<file path="src/rtl/afd_pkg.sv">
// Package: shared types and helpers for the audio FIFO pair.
// Assumes: nothing beyond SystemVerilog 2017.
package afd_pkg;

    // Flush sequencer state: idle, clearing the FIFO, then one cycle of done.
    typedef enum logic [1:0] {
        FL_IDLE  = 2'd0,
        FL_CLEAR = 2'd1,
        FL_DONE  = 2'd2
    } flush_st_e;

    // Index of each channel in per-direction arrays.
    localparam int CH_TX = 0;
    localparam int CH_RX = 1;
    localparam int N_CH  = 2;

endpackage

</file>
<file path="src/rtl/afd_fifo.sv">
// Module: afd_fifo
// A synchronous FIFO with a registered pop output and a flush input.
// Behaviour:
//   - Pushes to a full FIFO and pops from an empty FIFO are refused.
//   - A refused pop leaves rdata unchanged.
//   - While flush is high, the pointers are cleared and push/pop are ignored.
// Assumes: DEPTH >= 2; the caller sees the full/empty flags for the current cycle.
module afd_fifo #(
    parameter int DW    = 32,
    parameter int DEPTH = 32,
    localparam int PW   = $clog2(DEPTH),
    localparam int CW   = $clog2(DEPTH + 1)
) (
    input  logic          clk,
    input  logic          rst_n,
    input  logic          flush,
    input  logic          push,
    input  logic [DW-1:0] wdata,
    input  logic          pop,
    output logic [DW-1:0] rdata,
    output logic [CW-1:0] level,
    output logic          full,
    output logic          empty
);

    logic [DW-1:0] mem [DEPTH];
    logic [PW-1:0] wr_ptr, rd_ptr;
    logic          push_ok, pop_ok;

    // Status derived from the entry count.
    always_comb begin
        full    = (level == CW'(DEPTH));
        empty   = (level == '0);
        push_ok = push && !full && !flush;
        pop_ok  = pop && !empty && !flush;
    end

    // Storage write; memory contents need no reset.
    always_ff @(posedge clk) begin
        if (push_ok) mem[wr_ptr] <= wdata;
    end

    // Pointer and level bookkeeping, with flush clearing both pointers.
    always_ff @(posedge clk) begin
        if (!rst_n || flush) begin
            wr_ptr <= '0;
            rd_ptr <= '0;
            level  <= '0;
        end else begin
            if (push_ok) wr_ptr <= (wr_ptr == PW'(DEPTH - 1)) ? '0 : wr_ptr + 1'b1;
            if (pop_ok)  rd_ptr <= (rd_ptr == PW'(DEPTH - 1)) ? '0 : rd_ptr + 1'b1;
            case ({push_ok, pop_ok})
                2'b10:   level <= level + 1'b1;
                2'b01:   level <= level - 1'b1;
                default: level <= level;
            endcase
        end
    end

    // Registered pop output; it holds the last popped word on a refused pop.
    always_ff @(posedge clk) begin
        if (!rst_n)      rdata <= '0;
        else if (pop_ok) rdata <= mem[rd_ptr];
    end


    level_bound_chk: assert property (@(posedge clk) disable iff (!rst_n)
        level <= CW'(DEPTH));


    flush_empty_chk: assert property (@(posedge clk) disable iff (!rst_n)
        flush |=> (level == '0));


    hold_on_empty_chk: assert property (@(posedge clk) disable iff (!rst_n)
        (pop && empty) |=> $stable(rdata));

endmodule

</file>
<file path="src/rtl/afd_flush_ctl.sv">
// Module: afd_flush_ctl
// Runs one self-clearing flush bit per direction.
// Sequence: a strobe moves the channel to CLEAR (bit high); CLEAR moves to
// DONE (bit still high); DONE returns to IDLE (bit low).
// In shared mode, the receive strobe is ignored and the transmit bit also
// flushes the receive FIFO.
// Assumes: cfg_shared only changes while both channels are idle.
module afd_flush_ctl
    import afd_pkg::*;
(
    input  logic            clk,
    input  logic            rst_n,
    input  logic            cfg_shared,
    input  logic [N_CH-1:0] set_strobe,
    output logic [N_CH-1:0] flush_bit,
    output logic [N_CH-1:0] fifo_flush
);

    logic [N_CH-1:0] set_eff;

    // Gate the receive strobe out in shared mode.
    always_comb begin
        set_eff        = set_strobe;
        set_eff[CH_RX] = set_strobe[CH_RX] && !cfg_shared;
    end

    for (genvar c = 0; c < N_CH; c++) begin : g_ch
        flush_st_e st;

        // Three-step flush sequencer for one channel.
        always_ff @(posedge clk) begin
            if (!rst_n) st <= FL_IDLE;
            else begin
                case (st)
                    FL_IDLE:  if (set_eff[c]) st <= FL_CLEAR;
                    FL_CLEAR: st <= FL_DONE;
                    default:  st <= FL_IDLE;
                endcase
            end
        end

        assign flush_bit[c] = (st != FL_IDLE);


        flush_len_chk: assert property (@(posedge clk) disable iff (!rst_n)
            $rose(flush_bit[c]) |=> flush_bit[c]);


        flush_end_chk: assert property (@(posedge clk) disable iff (!rst_n)
            (flush_bit[c] && $past(flush_bit[c])) |=> !flush_bit[c]);
    end

    // Route the flush bits to the FIFOs; in shared mode the transmit bit
    // also drives the receive FIFO.
    always_comb begin
        fifo_flush[CH_TX] = flush_bit[CH_TX];
        fifo_flush[CH_RX] = flush_bit[CH_RX] || (cfg_shared && flush_bit[CH_TX]);
    end


    shared_rx_idle_chk: assert property (@(posedge clk) disable iff (!rst_n)
        (cfg_shared && !flush_bit[CH_RX]) |=> !$rose(flush_bit[CH_RX]));

endmodule

</file>
<file path="src/rtl/afd_status.sv">
// Module: afd_status
// Holds the thresholds and the sticky underrun/overrun flags, and forms the
// DMA requests and the combined interrupt.
// Assumes: empty/full/flush inputs describe the FIFO state in the same cycle
// as the strobes.
module afd_status #(
    parameter int CW         = 6,
    parameter int THR_W      = 5,
    parameter int TX_THR_RST = 8,
    parameter int RX_THR_RST = 7
) (
    input  logic             clk,
    input  logic             rst_n,
    input  logic             tx_pop,
    input  logic             tx_empty,
    input  logic             tx_flush,
    input  logic             rx_push,
    input  logic             rx_full,
    input  logic             rx_flush,
    input  logic [1:0]       w1c,
    input  logic [CW-1:0]    tx_level,
    input  logic [CW-1:0]    rx_level,
    input  logic             thr_we,
    input  logic [THR_W-1:0] thr_tx_in,
    input  logic [THR_W-1:0] thr_rx_in,
    input  logic             tx_dma_en,
    input  logic             rx_dma_en,
    input  logic             ie_tx_urun,
    input  logic             ie_rx_orun,
    input  logic             ie_tx_serv,
    input  logic             ie_rx_serv,
    output logic             urun_flag,
    output logic             orun_flag,
    output logic             tx_dreq,
    output logic             rx_dreq,
    output logic             irq
);

    localparam int LW = (CW > THR_W) ? CW : THR_W;

    logic [THR_W-1:0] tx_thr, rx_thr;
    logic             urun_ev, orun_ev;
    logic             tx_serv, rx_serv;

    // Event detection on refused transfers outside a flush.
    always_comb begin
        urun_ev = tx_pop && tx_empty && !tx_flush;
        orun_ev = rx_push && rx_full && !rx_flush;
    end

    // Threshold registers with their reset defaults.
    always_ff @(posedge clk) begin
        if (!rst_n) begin
            tx_thr <= THR_W'(TX_THR_RST);
            rx_thr <= THR_W'(RX_THR_RST);
        end else if (thr_we) begin
            tx_thr <= thr_tx_in;
            rx_thr <= thr_rx_in;
        end
    end

    // Sticky flags: a new event wins over a clear in the same cycle.
    always_ff @(posedge clk) begin
        if (!rst_n) begin
            urun_flag <= 1'b0;
            orun_flag <= 1'b0;
        end else begin
            urun_flag <= urun_ev || (urun_flag && !w1c[0]);
            orun_flag <= orun_ev || (orun_flag && !w1c[1]);
        end
    end

    // Level comparisons, DMA requests and the interrupt.
    always_comb begin
        tx_serv = LW'(tx_level) <= LW'(tx_thr);
        rx_serv = LW'(rx_level) >  LW'(rx_thr);
        tx_dreq = tx_dma_en && tx_serv;
        rx_dreq = rx_dma_en && rx_serv;
        irq     = (urun_flag && ie_tx_urun) || (orun_flag && ie_rx_orun) ||
                  (tx_serv && ie_tx_serv)   || (rx_serv && ie_rx_serv);
    end


    urun_set_chk: assert property (@(posedge clk) disable iff (!rst_n)
        (tx_pop && tx_empty && !tx_flush) |=> urun_flag);


    orun_set_chk: assert property (@(posedge clk) disable iff (!rst_n)
        (rx_push && rx_full && !rx_flush) |=> orun_flag);


    urun_clr_chk: assert property (@(posedge clk) disable iff (!rst_n)
        (w1c[0] && !(tx_pop && tx_empty)) |=> !urun_flag);


    orun_clr_chk: assert property (@(posedge clk) disable iff (!rst_n)
        (w1c[1] && !(rx_push && rx_full)) |=> !orun_flag);

endmodule

</file>
<file path="src/rtl/audio_fifo_dma.sv">
// Module: audio_fifo_dma
// Top level of the audio FIFO pair.
// The transmit FIFO is fed by the data port and drained by the serial engine.
// The receive FIFO is fed by the serial engine and drained by the data port.
// Threshold DMA requests, sticky error flags, flush control and the combined
// interrupt are built around the two FIFOs.
// Assumes: cfg_shared_flush is static while a flush is in progress.
module audio_fifo_dma
    import afd_pkg::*;
#(
    parameter int DW         = 32,
    parameter int DEPTH      = 32,
    parameter int THR_W      = 5,
    parameter int TX_THR_RST = 8,
    parameter int RX_THR_RST = 7,
    localparam int CW        = $clog2(DEPTH + 1)
) (
    input  logic             clk,
    input  logic             rst_n,
    input  logic             cfg_shared_flush,
    input  logic             dp_push,
    input  logic [DW-1:0]    dp_wdata,
    input  logic             dp_pop,
    output logic [DW-1:0]    dp_rdata,
    input  logic             se_tx_pop,
    output logic [DW-1:0]    se_tx_data,
    input  logic             se_rx_push,
    input  logic [DW-1:0]    se_rx_data,
    input  logic             tx_dma_en,
    input  logic             rx_dma_en,
    input  logic             ie_tx_urun,
    input  logic             ie_rx_orun,
    input  logic             ie_tx_serv,
    input  logic             ie_rx_serv,
    input  logic             thr_we,
    input  logic [THR_W-1:0] thr_tx_in,
    input  logic [THR_W-1:0] thr_rx_in,
    input  logic             tx_flush_set,
    input  logic             rx_flush_set,
    input  logic [1:0]       stat_w1c,
    output logic             tx_flush_bit,
    output logic             rx_flush_bit,
    output logic [CW-1:0]    tx_level,
    output logic [CW-1:0]    rx_level,
    output logic             tx_urun_flag,
    output logic             rx_orun_flag,
    output logic             tx_dreq,
    output logic             rx_dreq,
    output logic             irq
);

    logic [N_CH-1:0] fl_bit, fl_fifo;
    logic            tx_full, tx_empty, rx_full, rx_empty;

    afd_flush_ctl u_flush (
        .clk        (clk),
        .rst_n      (rst_n),
        .cfg_shared (cfg_shared_flush),
        .set_strobe ({rx_flush_set, tx_flush_set}),
        .flush_bit  (fl_bit),
        .fifo_flush (fl_fifo)
    );

    assign tx_flush_bit = fl_bit[CH_TX];
    assign rx_flush_bit = fl_bit[CH_RX];

    afd_fifo #(.DW(DW), .DEPTH(DEPTH)) u_tx_fifo (
        .clk   (clk),
        .rst_n (rst_n),
        .flush (fl_fifo[CH_TX]),
        .push  (dp_push),
        .wdata (dp_wdata),
        .pop   (se_tx_pop),
        .rdata (se_tx_data),
        .level (tx_level),
        .full  (tx_full),
        .empty (tx_empty)
    );

    afd_fifo #(.DW(DW), .DEPTH(DEPTH)) u_rx_fifo (
        .clk   (clk),
        .rst_n (rst_n),
        .flush (fl_fifo[CH_RX]),
        .push  (se_rx_push),
        .wdata (se_rx_data),
        .pop   (dp_pop),
        .rdata (dp_rdata),
        .level (rx_level),
        .full  (rx_full),
        .empty (rx_empty)
    );

    afd_status #(
        .CW(CW), .THR_W(THR_W), .TX_THR_RST(TX_THR_RST), .RX_THR_RST(RX_THR_RST)
    ) u_status (
        .clk        (clk),
        .rst_n      (rst_n),
        .tx_pop     (se_tx_pop),
        .tx_empty   (tx_empty),
        .tx_flush   (fl_fifo[CH_TX]),
        .rx_push    (se_rx_push),
        .rx_full    (rx_full),
        .rx_flush   (fl_fifo[CH_RX]),
        .w1c        (stat_w1c),
        .tx_level   (tx_level),
        .rx_level   (rx_level),
        .thr_we     (thr_we),
        .thr_tx_in  (thr_tx_in),
        .thr_rx_in  (thr_rx_in),
        .tx_dma_en  (tx_dma_en),
        .rx_dma_en  (rx_dma_en),
        .ie_tx_urun (ie_tx_urun),
        .ie_rx_orun (ie_rx_orun),
        .ie_tx_serv (ie_tx_serv),
        .ie_rx_serv (ie_rx_serv),
        .urun_flag  (tx_urun_flag),
        .orun_flag  (rx_orun_flag),
        .tx_dreq    (tx_dreq),
        .rx_dreq    (rx_dreq),
        .irq        (irq)
    );


    shared_flush_chk: assert property (@(posedge clk) disable iff (!rst_n)
        (cfg_shared_flush && tx_flush_bit) |=> (rx_level == '0));


    rx_empty_pop_chk: assert property (@(posedge clk) disable iff (!rst_n)
        (dp_pop && rx_empty && !se_rx_push) |=> (rx_level == '0) && $stable(dp_rdata));

endmodule

</file>
<file path="config.mk">
export PLATFORM = sky130hd
export DESIGN_NAME = audio_fifo_dma
export DESIGN_NICKNAME = d
export VERILOG_FILES = /design/src/rtl/afd_pkg.sv /design/src/rtl/afd_fifo.sv /design/src/rtl/afd_flush_ctl.sv /design/src/rtl/afd_status.sv /design/src/rtl/audio_fifo_dma.sv
export SDC_FILE = /design/constraint.sdc
export NUM_CORES = 2
export LEC_CHECK = 0
export BUFFER_PORTS_ARGS = -buffer_cell sky130_fd_sc_hd__buf_2
export CORE_MARGIN = 2
export CORE_UTILIZATION = 59
export CTS_BUF_LIST = sky130_fd_sc_hd__clkbuf_8
export DETAILED_ROUTE_END_ITERATION = 10
export HOLD_SLACK_MARGIN = 0.15
export PLACE_DENSITY_LB_ADDON = 0.1
export SYNTH_ARGS = -nofsm -noshare
export SYNTH_HDL_FRONTEND = slang
export SYNTH_SLANG_ARGS = --single-unit
</file>
<file path="constraint.sdc">
create_clock -name clk -period 6.55 [get_ports clk]
set_input_delay 0.9825 -clock clk [delete_from_list [all_inputs] [get_ports clk]]
set_output_delay 0.9825 -clock clk [all_outputs]
set_load 0.03 [all_outputs]
</file>
After elaboration in Yosys (flattened, before gate mapping)

Memories as Yosys holds them, arrays and structs flattened. A register that Yosys moved wholly into a read port is not among the register bits.
Index checks and enable logic that the tools add are counted.

$add $sub $neg: 8
$mul: 0
Div/mod/pow operators: 0
Order comparisons: 2
Equality and inequality tests: 14
Shift operators: 0
Multiplexer cells: 14
Bitwise gates (word level): 0
Reduce and logical (&&, ||, !) cells: 50

Operators by type and width:

| operator                                             | count |
|---|---|
| one-hot mux 6 bit (2 select lines)                   | 2 |
| logical AND 1 bit                                    | 22 |
| adder 5 x 1 -> 5 bit (second input constant)         | 4 |
| equality test 5 bit (second input constant)          | 4 |
| two-way mux 5 bit                                    | 4 |
| adder 6 x 1 -> 6 bit (second input constant)         | 2 |
| equality test 6 bit (second input constant)          | 2 |
| logical NOT 1 bit                                    | 12 |
| logical NOT 6 bit                                    | 2 |
| subtractor 6 x 1 -> 6 bit (second input constant)    | 2 |
| equality test 2 x 1 -> 1 bit (second input constant) | 4 |
| logical OR 1 bit                                     | 8 |
| one-hot mux 2 bit (2 select lines)                   | 2 |
| nonzero test 2 bit                                   | 4 |
| greater-than comparator 6 x 5 -> 1 bit               | 1 |
| less-or-equal comparator 6 x 5 -> 1 bit              | 1 |
| equality test 2 bit (second input constant)          | 2 |
| logical NOT 2 bit                                    | 2 |
| two-way mux 1 bit                                    | 4 |
| two-way mux 2 bit                                    | 2 |
| != test 2 x 1 -> 1 bit (second input constant)       | 1 |
| != test 2 bit (second input constant)                | 1 |

Register bits: 48
Bits in latches: 0
Bits in writable memories: 2,048
ROM bits: 0
Output and inout bits: 83
Logic and storage cells: 102
Memories kept: 2

Memories:

| name          | words | bits a word | read ports | clocked after memory_dff | write ports | RTL line       | text |
|---|---|---|---|---|---|---|---|
| u_rx_fifo.mem | 32    | 32          | 1          | 1                        | 1           | afd_fifo.sv:26 | `logic [DW-1:0] mem [DEPTH];` |
| u_tx_fifo.mem | 32    | 32          | 1          | 1                        | 1           | afd_fifo.sv:26 |  |

Logic depth before layout (Yosys ltp)

Depth in word-level cells: 7
Mapped depth: 16
Mapped depth without buffers: 14

By module

Synthesis repeated with hierarchy kept, for this count alone.

Cells, all modules: 4,324
Area, all modules: 82,973.3 sq um

By module, submodules not included:

| module                | times used | cells an instance | area each (sq um) | sequential area each (sq um) |
|---|---|---|---|---|
| afd_fifo at u_rx_fifo | 1          | 2,113             | 41,039.4          | 31,710.4 |
| afd_fifo at u_tx_fifo | 1          | 2,113             | 41,034.4          | 31,710.4 |
| afd_status            | 1          | 84                | 747.0             | 240.2 |
| afd_flush_ctl         | 1          | 14                | 152.6             | 80.1 |

Least setup slack after synthesis

OpenSTA, ideal clock, no wires.

Kind: flip-flop to output port
From: register u_tx_fifo.level[1]
To: output irq
Data arrival time: 2,477 ps
Setup slack: 3,091 ps
Stages on the path, launching flop included: 7
Path buffers: 0
Cell sequence: dfxtp_1 > ha_1 > nor2b_1 > o21a_1 > o21ai_0 > a21oi_1 > o311ai_0

Word-level cells in the longest chain between the ends: 4

RTL lines:

| element                                 | RTL line             | text |
|---|---|---|
| start: declaration                      | afd_fifo.sv:21       | `output logic [CW-1:0] level,` |
| start signal: assignment                | afd_fifo.sv:53       | `2'b10: level <= level + 1'b1;` |
| start signal: assignment                | afd_fifo.sv:54       | `2'b01: level <= level - 1'b1;` |
| start signal: assignment                | afd_fifo.sv:55       | `default: level <= level;` |
| less-or-equal comparator 6 x 5 -> 1 bit | afd_status.sv:75     | `tx_serv = LW'(tx_level) <= LW'(tx_thr);` |
| logical AND 1 bit                       | afd_status.sv:80     | `(tx_serv && ie_tx_serv) \|\| (rx_serv && ie_rx_serv);` |
| logical OR 1 bit                        | afd_status.sv:79     | `irq = (urun_flag && ie_tx_urun) \|\| (orun_flag && ie_rx_orun) \|\|` |
| logical OR 1 bit                        | afd_status.sv:80     |  |
| end: declaration                        | audio_fifo_dma.sv:49 | `output logic irq` |

No other way between the ends.

Worst setup path after layout

Ends and elaborated chain as after synthesis.

==> run metrics <==
Post-CTS Setup Repair Bufs=0; Critical path origin=u_tx_fifo.level[1]$_SDFFE_PP0P_; top cell type's share of synthesized area=74.3%; GRT Util Overall=27.6%; Num CTS Buffers=353; Worst setup EP type=primary output; clk_lat worst skew=1010 ps; r2r setup slk=2900 ps; count leader, synth=edfxtp_1; MaxCap Viol Count=0; Inst Count DP=5796; synth top area cells=edfxtp_1 (74%), mux4_2 (14%), dfxtp_1 (2.7%), a22oi_1 (1.3%), mux2i_1 (0.90%); Min-Delay Path Class=in2reg; Avg Cell Area, Syn=21.2 um2; CP Capture Point=irq; Starting DRT DRC Count=4597; sequential area share after synthesis=77.0%; hold_buf cts=3; f_max=259 MHz; slowest stage delay, CP=540 ps; drc violations=0; CP required=5570 ps; I/O pin count=175; clock-pin slew on the worst setup and hold paths=60 ps; reg2reg path depth=5; IO buf count=174; Detail Route Antenna Nets=0; RR Startpoint=u_flush.g_ch[1].st[1]$_SDFFE_PN0P_; Routed WL=195000 um; die width=378 um; Rows=137; power density over the cells=305 nW/um2; DR vias/cell=6.35; vias post-DR=40700; first-pass GRT wire length=280000 um; FF+latch count, synth=2160; Synth-to-Final Area Change=11.6%; Syn Nets=4032; post-DP HPWL=113000 um; unrepaired setup endpoints after global routing=false; DRT Pass-1 Iters=5; core region area=139000 um2; ys flop type=edfxtp_1; Die Area=143000 um2; final hold violations=0; CTS max path bufs=4; startpoint types=flop; vias in the first global route=40700; Synth top cells by count=edfxtp_1 (2048), mux4_2 (512), nand2_1 (170), a22oi_1 (144), nor2_1 (126); initial core utilization=59.4%; setup TNS=0 ps; Critical Path AT=2870 ps; H-Tree Depth=5; ordered cell list for the critical path=ha_1 > nor2b_1 > o21a_1 > o21ai_0 > a21oi_1 > o311ai_0 > buf_2; die height=378 um; reg2reg end=u_rx_fifo.mem[30][11]$_DFFE_PP_; post-layout minimum cycle time=3860 ps; post-synth cell types=59; area leader, netlist=edfxtp_1; critical path class=reg2out; layout cells sized above 1=28.3%; clk_skew=59.6 ps; GRT overflow=0; Final GP Congestion=0.834; Worst-Margin Slew=1330 ps; Non-Filler Instances=6409; largest fanout on the critical path=10; largest net degree at the start of global routing=122; Mapped Cells=3907; Critical-path top delay cell=dfxtp_1; Final nets=4403; outcome=finished, final reports clean; CTS tree=built; # setup viols final=0; average wire per standard cell=30.5 um; final worst setup slack=2690 ps; final worst path period share=58.9%; pre-CTS setup slack=2350 ps; Yosys warning total=0; asr flop ratio synth=0%; Leakage=29.2 nW; CTS Sinks=2160; synthesized area=82700 um2; worst IR drop on VDD=0.244 mV; Slew Limit Fails=0; max_slew headroom=10.9%; root buf cell=clkbuf_8; Post-synth EDFFs=2048; PostCTS Resize Cnt=0; initial antenna violation count=6
## how the worst min path moves through the flow
| stage | slack (ps) | cells after the start | startpoint | to |
|---|---|---|---|---|
| floorplan | 380 | 1 | u_flush.g_ch[1].st[1]$_SDFFE_PN0P_ | u_flush.g_ch[1].st[1]$_SDFFE_PN0P_ |
| global placement | 400 | 1 | u_flush.g_ch[1].st[1]$_SDFFE_PN0P_ | u_flush.g_ch[1].st[1]$_SDFFE_PN0P_ |
| detailed placement | 400 | 1 | u_flush.g_ch[1].st[1]$_SDFFE_PN0P_ | u_flush.g_ch[1].st[1]$_SDFFE_PN0P_ |
| CTS | 150 | 3 | rx_flush_set | u_flush.g_ch[1].st[0]$_SDFFE_PN0P_ |
| global route | 200 | 3 | rx_flush_set | u_flush.g_ch[1].st[0]$_SDFFE_PN0P_ |
| finish | 240 | 3 | rx_flush_set | u_flush.g_ch[1].st[0]$_SDFFE_PN0P_ |
## cells in the final DEF (no fill, tap or decap), drive strengths merged, types with 95 or more instances in the layout
cell type,instances
clkinv,101
a22oi,161
inv,140
a21oi,95
nor2,129
mux4,512
edfxtp,2048
buf,234
dfxtp,112
clkbuf,380
nand2,172
## registers in the layout (all words and copies together) (netlist names), 4 cells and up
signal	cells
u_rx_fifo.mem	1024
u_tx_fifo.mem	1024
u_rx_fifo.rdata	32
u_tx_fifo.rdata	32
u_rx_fifo.level	6
u_tx_fifo.level	6
u_rx_fifo.rd_ptr	5
u_rx_fifo.wr_ptr	5
u_status.rx_thr	5
u_status.tx_thr	5
u_tx_fifo.rd_ptr	5
u_tx_fifo.wr_ptr	5
u_flush.g_ch.st	4
## stage by stage
step,utilization [%],power [mW],area [um2],hold slack [ps]
final,66.2,28.2,92300,243
after global routing,66.2,29.1,92300,201
after CTS,66.2,28.4,92300,150
after detailed placement,61.7,17.8,85900,400
after global placement,61.7,17.8,85900,397
after floorplan,-,17.0,82700,382
## worst max-delay path: cells and delay by family, from the launching register on
kind / cells / cell delay, ps
AND/OR/NAND/NOR: 1 / 140
buffers and inverters: 1 / 250
adder cells (fa/ha/maj): 1 / 310
flip-flops: 1 / 540
AO/OA/AOI/OAI: 4 / 670
## kinds of logic (layout without fill, tap and decap cells)
| logic type | Yosys count | in the layout | share of synthesized area, % |
|---|---|---|---|
| other | 0 | 6 | 0 |
| buffers and inverters | 250 | 870 | 1.47 |
| and+or+nand+nor | 442 | 442 | 2.51 |
| AOI/OAI and AO/OA | 424 | 424 | 3.50 |
| muxes | 586 | 586 | 14.8 |
| DFF | 2160 | 2160 | 77.0 |
| adders and majority gates | 33 | 33 | 0.508 |
| xor gates and xnor gates | 12 | 12 | 0.127 |
## layout make-up
class / instances / area [um2]
flip-flops and latches: 2160 / 63800
fillers: 9179 / 47000
multi-input cells: 1497 / 18300
clock buffers: 380 / 5230
well taps: 1876 / 2350
repair buffers: 237 / 1450
clock inverters: 224 / 1110
inverters: 29 / 111
diodes: 6 / 15.0
## power breakdown
group / total [mW] / internal, mW / switching, mW
registers: 15.4 / 15.3 / 0.133
logic: 2.12 / 0.791 / 1.33
clock network: 10.7 / 5.62 / 5.06
## layer usage
metal / part of all wire [%] / GRT usage (%) / up-vias
met1: 40 / 39.3 / 21500
met2: 49 / 43.8 / 1762
met3: 7.2 / 4.39 / 352
met5: 0 / 0 / -
li1: - / - / 17000
met4: 3.4 / 9.92 / 0
Note: power is estimated with default switching activity, not from simulation.
